## src/rtl/adc_be_pkg.sv

```systemverilog
package adc_be_pkg;
  typedef enum logic [1:0] {
    CAL_HOLD = 2'd0,
    CAL_BUSY = 2'd1,
    CAL_RUN  = 2'd2
  } cal_state_e;

  function automatic logic [9:0] fmt_word(input logic [9:0] code, input logic fmt_n);
    return fmt_n ? code : {~code[9], code[8:0]};
  endfunction
endpackage

```

## src/rtl/adc_be_clkgen.sv

```systemverilog
module adc_be_clkgen (
  input  logic clk_i,
  input  logic rst_ni,
  input  logic div_n_i,
  input  logic recal_ni,
  output logic smp_en_o,
  output logic clk_o
);
  logic div_q, run_q;

  always_ff @(posedge clk_i or negedge rst_ni) begin
    if (!rst_ni) begin
      div_q <= 1'b0;
      run_q <= 1'b0;
    end else begin
      run_q <= recal_ni;
      div_q <= (!div_n_i && recal_ni) ? ~div_q : 1'b0;
    end
  end

  // divided sample edge is the one where div_q rises
  assign smp_en_o = div_n_i | ~div_q;
  assign clk_o    = recal_ni & run_q & (div_n_i ? clk_i : div_q);

  p_clk_park_r4: assert property (@(posedge clk_i) disable iff (!rst_ni)
    !recal_ni |=> !clk_o);
  p_div_idle_r6: assert property (@(posedge clk_i) disable iff (!rst_ni)
    div_n_i |=> smp_en_o);
endmodule

```

## src/rtl/adc_be_cal.sv

```systemverilog
module adc_be_cal
  import adc_be_pkg::*;
#(
  parameter int unsigned CAL_LEN = 1 << 20
) (
  input  logic clk_i,
  input  logic rst_ni,
  input  logic recal_ni,
  input  logic smp_en_i,
  output logic run_o
);
  localparam int unsigned CW = (CAL_LEN > 2) ? $clog2(CAL_LEN) : 1;

  cal_state_e      state_q;
  logic [CW-1:0]   cnt_q;

  always_ff @(posedge clk_i or negedge rst_ni) begin
    if (!rst_ni) begin
      state_q <= CAL_BUSY;
      cnt_q   <= '0;
    end else if (!recal_ni) begin
      state_q <= CAL_HOLD;
      cnt_q   <= '0;
    end else begin
      unique case (state_q)
        CAL_HOLD: state_q <= CAL_BUSY;
        CAL_BUSY: if (smp_en_i) begin
          if (cnt_q == CW'(CAL_LEN - 1)) begin
            state_q <= CAL_RUN;
            cnt_q   <= '0;
          end else begin
            cnt_q <= cnt_q + 1'b1;
          end
        end
        default: state_q <= CAL_RUN;
      endcase
    end
  end

  assign run_o = (state_q == CAL_RUN);

  p_cnt_range_r2: assert property (@(posedge clk_i) disable iff (!rst_ni)
    {1'b0, cnt_q} < (CW+1)'(CAL_LEN));
  p_hold_r2: assert property (@(posedge clk_i) disable iff (!rst_ni)
    !recal_ni |=> state_q == CAL_HOLD);
  p_run_sticky_r3: assert property (@(posedge clk_i) disable iff (!rst_ni)
    (run_o && recal_ni) |=> run_o);
endmodule

```

## src/rtl/adc_be_pipe.sv

```systemverilog
module adc_be_pipe #(
  parameter int unsigned WIDTH = 11,
  parameter int unsigned DEPTH = 28
) (
  input  logic             clk_i,
  input  logic             rst_ni,
  input  logic             en_i,
  input  logic             flush_i,
  input  logic             vld_i,
  input  logic [WIDTH-1:0] d_i,
  output logic             vld_o,
  output logic [WIDTH-1:0] d_o
);
  logic [WIDTH-1:0] stg_q [DEPTH];
  logic [DEPTH-1:0] vld_q;

  for (genvar g = 0; g < DEPTH; g++) begin : g_stage
    if (g == 0) begin : g_head
      always_ff @(posedge clk_i or negedge rst_ni) begin
        if (!rst_ni)   stg_q[0] <= '0;
        else if (en_i) stg_q[0] <= d_i;
      end
    end else begin : g_body
      always_ff @(posedge clk_i or negedge rst_ni) begin
        if (!rst_ni)   stg_q[g] <= '0;
        else if (en_i) stg_q[g] <= stg_q[g-1];
      end
    end
  end

  always_ff @(posedge clk_i or negedge rst_ni) begin
    if (!rst_ni)      vld_q <= '0;
    else if (flush_i) vld_q <= '0;
    else if (en_i)    vld_q <= {vld_q[DEPTH-2:0], vld_i};
  end

  assign vld_o = vld_q[DEPTH-1];
  assign d_o   = stg_q[DEPTH-1];

  p_flush_r8: assert property (@(posedge clk_i) disable iff (!rst_ni)
    flush_i |=> !vld_o);
endmodule

```

## src/rtl/adc_backend.sv

```systemverilog
module adc_backend
  import adc_be_pkg::*;
#(
  parameter int unsigned DATA_W  = 10,
  parameter int unsigned LATENCY = 28,
  parameter int unsigned CAL_LEN = 1 << 20
) (
  input  logic              clk_i,
  input  logic              rst_ni,
  input  logic              recal_ni,
  input  logic              div_n_i,
  input  logic              fmt_n_i,
  input  logic [DATA_W-1:0] code_i,
  input  logic              ovr_i,
  output logic [DATA_W-1:0] data_o,
  output logic              ovr_o,
  output logic              clk_o
);
  localparam int unsigned PW = DATA_W + 1;

  logic smp_en, run, vld_out;
  logic [PW-1:0] pipe_out;
  logic active;

  adc_be_clkgen u_clkgen (
    .clk_i   (clk_i),
    .rst_ni  (rst_ni),
    .div_n_i (div_n_i),
    .recal_ni(recal_ni),
    .smp_en_o(smp_en),
    .clk_o   (clk_o)
  );

  adc_be_cal #(.CAL_LEN(CAL_LEN)) u_cal (
    .clk_i   (clk_i),
    .rst_ni  (rst_ni),
    .recal_ni(recal_ni),
    .smp_en_i(smp_en),
    .run_o   (run)
  );

  adc_be_pipe #(.WIDTH(PW), .DEPTH(LATENCY)) u_pipe (
    .clk_i  (clk_i),
    .rst_ni (rst_ni),
    .en_i   (smp_en),
    .flush_i(~run),
    .vld_i  (1'b1),
    .d_i    ({ovr_i, code_i}),
    .vld_o  (vld_out),
    .d_o    (pipe_out)
  );

  assign active = run & recal_ni & vld_out;

  if (DATA_W == 10) begin : g_fmt10
    assign data_o = active ? fmt_word(pipe_out[DATA_W-1:0], fmt_n_i) : '0;
  end else begin : g_fmtn
    assign data_o = !active ? '0 :
                    fmt_n_i ? pipe_out[DATA_W-1:0] :
                    {~pipe_out[DATA_W-1], pipe_out[DATA_W-2:0]};
  end

  assign ovr_o = ~recal_ni | ~run | (vld_out & pipe_out[DATA_W]);

  p_ovr_cal_r3: assert property (@(posedge clk_i) disable iff (!rst_ni)
    !run |-> ovr_o);
  p_zero_cal_r8: assert property (@(posedge clk_i) disable iff (!rst_ni)
    !run |-> data_o == '0);
endmodule

```

## config.mk

```make
export PLATFORM = sky130hd
export DESIGN_NAME = adc_backend
export DESIGN_NICKNAME = d
export VERILOG_FILES = /design/src/rtl/adc_be_pkg.sv /design/src/rtl/adc_be_clkgen.sv /design/src/rtl/adc_be_cal.sv /design/src/rtl/adc_be_pipe.sv /design/src/rtl/adc_backend.sv
export SDC_FILE = /design/constraint.sdc
export NUM_CORES = 1
export LEC_CHECK = 0
export ABC_AREA = 1
export ABC_CLOCK_PERIOD_IN_PS = 2800
export BUFFER_PORTS_ARGS = -buffer_cell sky130_fd_sc_hd__buf_2
export CORE_UTILIZATION = 44
export DETAILED_ROUTE_END_ITERATION = 16
export GPL_TIMING_DRIVEN = 0
export PLACE_DENSITY_LB_ADDON = 0.08
export SYNTH_ARGS = -nofsm -noshare
export SYNTH_HDL_FRONTEND = slang
export SYNTH_SLANG_ARGS = --single-unit
```

## constraint.sdc

```tcl
create_clock -name clk_i -period 2.8 [get_ports clk_i]
set_clock_uncertainty 0.2 [all_clocks]
set_input_delay 0.28 -clock clk_i [delete_from_list [all_inputs] [get_ports clk_i]]
set_output_delay 0.28 -clock clk_i [all_outputs]
set_load 0.005 [all_outputs]
```

==> metrics, run 1 <==
Post-synth EDFFs=0; number of global-route vias before repair=10120; setup tns final=0 ns; fin. max-slew vios=0; gpl congestion=0.7950; Main synth FF type=dfrtp_1; I/O Pins=28; P&R area growth vs syn=16.74%; # DRC=0; unrepaired setup endpoints after global routing=no; ys async rst share=100.0%; CP Max Fanout=10; Mean Syn Cell Area=9.332 µm²; Critical R2R Launch=u_cal.state_q[0]; Rows=64; total core area=30990 µm²; Diodes inserted=0; Max IR drop VDD=0.3563 mV; reg2reg end=u_cal.cnt_q[6]; post-layout min period=2.567 ns; largest stage delay on the critical path=0.45 ns; Die Wd=180.5 µm; GR Overflow Total=0; Synth Net Count=1519; endpoint type of the worst setup path=output port; crit path to=data_o[5]; CP Class=reg -> out; Pre-antenna DRT Iters=5; GRT Overall Usage=19.38%; Yosys Warn Count=0; r2r setup slk=0.27 ns; post-DP HPWL=19640 µm; Initial Utilization=45.23%; fin worst setup slack=0.2334 ns; layout cells sized above 1=10.45%; P per Cell Area=827.1 nW/µm²; most frequent cell after synthesis=nand2_1; CTS tree=done; Final Hold Viols=0; Final setup violation count=0; MaxCap Viol Count=0; chip height=180.5 µm; post-place setup slack=0.2245 ns; DR vias=9804; Hold WS=0.04138 ns; Rel. slew slack=59.06%; placed cell areas=14740 µm²; first-pass GRT wire length=51340 µm; Lkg Pwr=7.943 nW; CP Data Arrival Time=2.09 ns; full die area=32570 µm²; critical path launch point=u_cal.state_q[1]; CP cell instances=inv_1 -> nor3_2 -> nand2_2 -> nor2_1 -> buf_2; Post CTS Setup Buffer Count=0; Startpoint Class=flop; post-synth top area share=64.10%; largest net degree at the start of global routing=107; first-iteration detailed-routing DRC count=681; fin crit share=91.66%; worst path required time=2.32 ns; final net count=1617; unique cell type count in the Yosys netlist=35; Port Buffers=27; post-route design area=16360 µm²; register area share after synthesis=64.28%; cell count after synthesis=1502; Least-Margin Pin Slew=0.6141 ns; FF+latch count, synth=360; status=finished clean; mapped cell area=14020 µm²; worst reg-to-reg path cell count=8; DR WL/cell=14.65 µm; Routed Antenna Nets=0; Synth area leaders=dfrtp_1, nand2_1, o21ai_0; Skew-Pair Late Insertion Delay=0.63 ns; number of antenna violations at the first check in global routing=0; Routed WL=29640 µm; min-delay worst type=in -> reg; Crit-path slowest cell=dfrtp_1; most frequent cells after synthesis=nand2_1, dfrtp_1, o21ai_0, inv_1, nor2_1; Peak Freq=389.6 MHz; cell taking the most area after synthesis=dfrtp_1; Worst Hold Depth=4; clock-pin slew on the worst setup and hold paths=0.06 ns; Via density=4.846
## per-layer routing
metal	wire length (µm)	part of all wire, %	GRT usage [%]	up-vias
met2	13830	47	31.13	106
met1	14390	49	27.56	4784
met4	471	1.6	4.889	0
li1	-	-	-	4874
met5	0	0	0	-
met3	955	3.2	3.011	40
## cells by family after synthesis
family | synth area share (%)
AO/OA/AOI/OAI | 10.48
XOR/XNOR | 0.3749
adder cells (fa/ha/maj) | 0.08926
buffers and inverters | 7.418
flip-flops | 64.28
AND/OR/NAND/NOR | 17.35
## critical path: cells and delay by family (launching register included)
kind	cells	cell delay, ns
buffers and inverters	2	0.25
DFF	1	0.45
and+or+nand+nor	3	0.76
## layout make-up
cell class,instances,area [µm²]
fillers,2939,14630
repair buffers,53,462.9
flip-flops and latches,360,9010
well taps,396,495.5
multi-input cells,896,3974
plain buffers,74,389.1
inverters,172,650.6
clock buffers,62,1230
clock inverters,10,150.1
## state kept, by name (all words and copies together) (netlist names)
name	flops
u_cal.cnt_q	20
u_cal.state_q	2
u_clkgen.div_q	1
u_clkgen.run_q	1
u_pipe.d_o	11
u_pipe.stg_q	297
u_pipe.vld_q	28
## where the power goes
group,leakage [nW],switching (mW),internal [mW]
Sequential,4.61,0.453,6.20
Combinational,2.65,0.942,0.527
Clock,0.687,2.03,3.39
## placed cells by master, fill, tap and decap left out, drive strengths merged, types with 2 or more instances in the layout
| master | count |
|---|---|
| nand3 | 13 |
| o21ai | 249 |
| nand2 | 528 |
| nor2 | 52 |
| nand3b | 2 |
| nor3 | 6 |
| dfrtp | 359 |
| xnor2 | 2 |
| a21oi | 3 |
| nand4 | 3 |
| clkbuf | 83 |
| xor2 | 4 |
| and2 | 3 |
| o21bai | 2 |
| clkinv | 6 |
| dlygate4sd3 | 24 |
| inv | 172 |
| o22ai | 26 |
| buf | 82 |
| bufinv | 4 |
## worst min-delay path by stage
stage,start,to
after floorplan,rst_ni,u_cal.cnt_q[0]
after global placement,recal_ni,u_clkgen.run_q
after detailed placement,rst_ni,u_pipe.vld_q[19]
after CTS,recal_ni,u_cal.cnt_q[13]
after global routing,recal_ni,u_cal.cnt_q[13]
final,recal_ni,u_cal.cnt_q[13]
## stage by stage
step / cells / power, mW / util, %
CTS: 2023 / 13.74 / 52.79
detailed placement: 1928 / 8.213 / 47.56
finish: 2023 / 13.53 / 52.80
global route: 2023 / 14.29 / 52.80
floorplan: 1502 / 7.625 / -
global placement: 1925 / 8.146 / 47.26
## what timing repair did
item | CTS | global route
endpoints found under the setup margin | 10 | 10
hold buffers | 24 | 0
resized for setup | 1 | 1
endpoints found under the hold margin | 179 | 0
Note: power is estimated with default switching activity, not from simulation.
==> inputs of run 2 (changes only) <==
--- a/config.mk
+++ b/config.mk
@@ -8,10 +8,11 @@
 export ABC_AREA = 1
 export ABC_CLOCK_PERIOD_IN_PS = 2800
 export BUFFER_PORTS_ARGS = -buffer_cell sky130_fd_sc_hd__buf_2
-export CORE_UTILIZATION = 44
+export CORE_UTILIZATION = 51
 export DETAILED_ROUTE_END_ITERATION = 16
 export GPL_TIMING_DRIVEN = 0
 export PLACE_DENSITY_LB_ADDON = 0.08
+export RECOVER_POWER = 25
 export SYNTH_ARGS = -nofsm -noshare
 export SYNTH_HDL_FRONTEND = slang
 export SYNTH_SLANG_ARGS = --single-unit
==> metrics, run 2 (synthesis gave the netlist of run 1 again) <==
Final setup violation count=0 (unchanged); chip height=167.8 µm (was 180.5 µm); Largest register FFs=297 (unchanged); DR WL/cell=14.87 µm (was 14.65 µm); Final Hold Viols=2 (was 0); CTS tree=done (unchanged); Rel. slew slack=18.42% (was 59.06%); dpl cells=1873 (was 1928); Rows=60 (was 64); largest net degree at the start of global routing=120 (was 107); largest stage delay on the critical path=0.52 ns (was 0.45 ns); Crit-path slowest cell=dlygate4sd3_1 (was dfrtp_1); Startpoint Class=primary input (was flop); Least-Margin Pin Slew=1.224 ns (was 0.6141 ns); Peak Freq=370.4 MHz (was 389.6 MHz); Initial Utilization=52.01% (was 45.23%); fin. max-slew vios=0 (unchanged); post-layout min period=2.700 ns (was 2.567 ns); fin crit share=96.42% (was 91.66%); DR vias=9733 (was 9804); # DRC=0 (unchanged); critical path launch point=recal_ni (was u_cal.state_q[1]); CP Max Fanout=10 (unchanged); P_int=10.08 mW (was 10.11 mW); most frequent CP cell=buf_2; endpoint type of the worst setup path=output port (unchanged); CP top delay family=buffers and inverters (was simple AND/OR/NAND/NOR gates); final non-filler cell total=1953 (was 2023); P_sw=3.395 mW (was 3.426 mW); Via density=4.984 (was 4.846); Largest regs=u_pipe.stg_q x297, u_pipe.vld_q x28, u_cal.cnt_q x20 (unchanged); layout cells sized above 1=10.42% (was 10.45%); highest-count cells in the layout ignoring fill and taps=nand2_1, dfrtp_1, o21ai_0 (unchanged); number of global-route vias before repair=9864 (was 10120); I/O Pins=28 (unchanged); worst path required time=2.32 ns (about the same); CP Data Arrival Time=2.22 ns (was 2.09 ns); post-route design area=16140 µm² (was 16360 µm²); P&R area growth vs syn=15.18% (was 16.74%); post-DP HPWL=19220 µm (was 19640 µm); Diodes inserted=0 (unchanged); status=finished, violations left (was finished clean); failing checks=negative hold slack; MaxCap Viol Count=0 (unchanged); first-iteration detailed-routing DRC count=670 (was 681); Fillers=2354 (was 2939); Skew-Pair Late Insertion Delay=0.63 ns (about the same); Top reg by flops=u_pipe.stg_q (unchanged); GR Overflow Total=0 (unchanged); total core area=26950 µm² (was 30990 µm²); P per Cell Area=834.8 nW/µm² (was 827.1 nW/µm²); placed cell areas=14670 µm² (was 14740 µm²); Max IR drop VDD=0.4993 mV (was 0.3563 mV); Tot Pwr=13.48 mW (was 13.53 mW); Pre-antenna DRT Iters=4 (was 5); first-pass GRT wire length=49620 µm (was 51340 µm); min-delay worst type=in -> async (was in -> reg); worst path bufs/invs=5 (was 2); number of antenna violations at the first check in global routing=0 (unchanged); Die Wd=167.8 µm (was 180.5 µm); gpl congestion=0.8039 (was 0.7950); Routed WL=29040 µm (was 29640 µm); final net count=1607 (was 1617); GRT Overall Usage=21.92% (was 19.38%); logic gate share of total power=10.8% (about the same); unrepaired setup endpoints after global routing=no (unchanged); CP cell instances=dlygate4sd3_1 -> buf_2 -> buf_4 -> inv_1 -> nor3_2 -> nand2_1 -> nor2_1 -> buf_2 (was inv_1 -> nor3_2 -> nand2_2 -> nor2_1 -> buf_2); Hold WS=-0.005211 ns (was 0.04138 ns); Port Buffers=27 (unchanged); Lkg Pwr=7.882 nW (was 7.943 nW); CP Class=in -> out (was reg -> out); Routed Antenna Nets=0 (unchanged); sw frac=25.19% (was 25.31%); clock-pin slew on the worst setup and hold paths=0.06 ns (about the same); most common cell after layout, fill and taps aside=nand2_1 (unchanged); full die area=28150 µm² (was 32570 µm²); Flop pwr share=49.4% (was 49.1%); Post CTS Setup Buffer Count=0 (unchanged); clock network power share=39.8% (was 40.0%); Final Util=59.90% (was 52.80%); Critical R2R Launch=u_clkgen.div_q (was u_cal.state_q[0])
run 2: changes by cell type in the layout (fill, tap and decap cells not counted), sizes merged:
cell / before / now
clkbuf: 83 / 85
buf: 82 / 80
clkinv: 6 / 1
dlygate4sd3: 24 / 14
inv: 172 / 173
bufinv: 4 / 3
run 2: final timing paths:
path,to,slack [ns],cells past startpoint
worst max-delay path,data_o[6],0.10,8
worst min-delay path,u_pipe.vld_q[22],-0.005,2
worst max register to register,u_pipe.stg_q[266],0.88,5
worst min register to register,u_pipe.stg_q[53],0.27,2
max in group asynchronous,u_pipe.stg_q[303],0.42,4
min in group clk_i,u_clkgen.run_q,0.15,2
run 2: per-layer routing:
layer	GRT usage (%)	vias up	part of all wire, %
met2	34.73	131	46
li1	-	4844	-
met3	3.385	45	3.4
met4	5.983	0	1.8
met5	0	-	0
met1	31.67	4713	48
run 2: power groups by stage:
stage,sequential (mW),combinational [mW],clock (mW)
after CTS,6.65,1.50,5.49
after detailed placement,6.73,1.47,0.00655
after global placement,6.72,1.40,0.00655
after floorplan,6.61,1.01,0.00490
final,6.65,1.46,5.37
after global routing,6.76,1.73,5.70
run 2: cell type report:
cell class                      count  area (µm²)  share of cell area (%)
Sequential cell                   360        9010                   55.81
Multi-Input combinational cell    896        3971                   24.60
Clock buffer                       62        1270                   7.866
Inverter                          172       650.6                   4.030
Tap cell                          341       426.7                   2.643
Buffer                             74       389.1                   2.410
Timing Repair Buffer               43       322.8                   2.000
Clock inverter                      5       103.9                  0.6433
run 2: worst reg2reg max path: stages (launching register included):
cell and delay, ns:
dfrtp_1 0.42, inv_2 0.04, nor2_1 0.14, buf_2 0.25, clkbuf_1 0.55, o21ai_0 0.18
run 2: repair_timing:
| item | in CTS | in global routing |
|---|---|---|
| hold buffers | 14 | 0 |
| endpoints found under the hold margin | 260 | 0 |
| endpoints found under the setup margin | 10 | 0 |
| gates resized for setup | 1 | 0 |
run 2: stage by stage:
step           worst slack (ns)  setup TNS, ns
3_3_place_gp             -5.764       -2064.61
6_report                 0.1002              0
5_1_grt                0.007511              0
3_5_place_dp             0.3775              0
2_1_floorplan            0.8113              0
4_1_cts                 0.08273              0
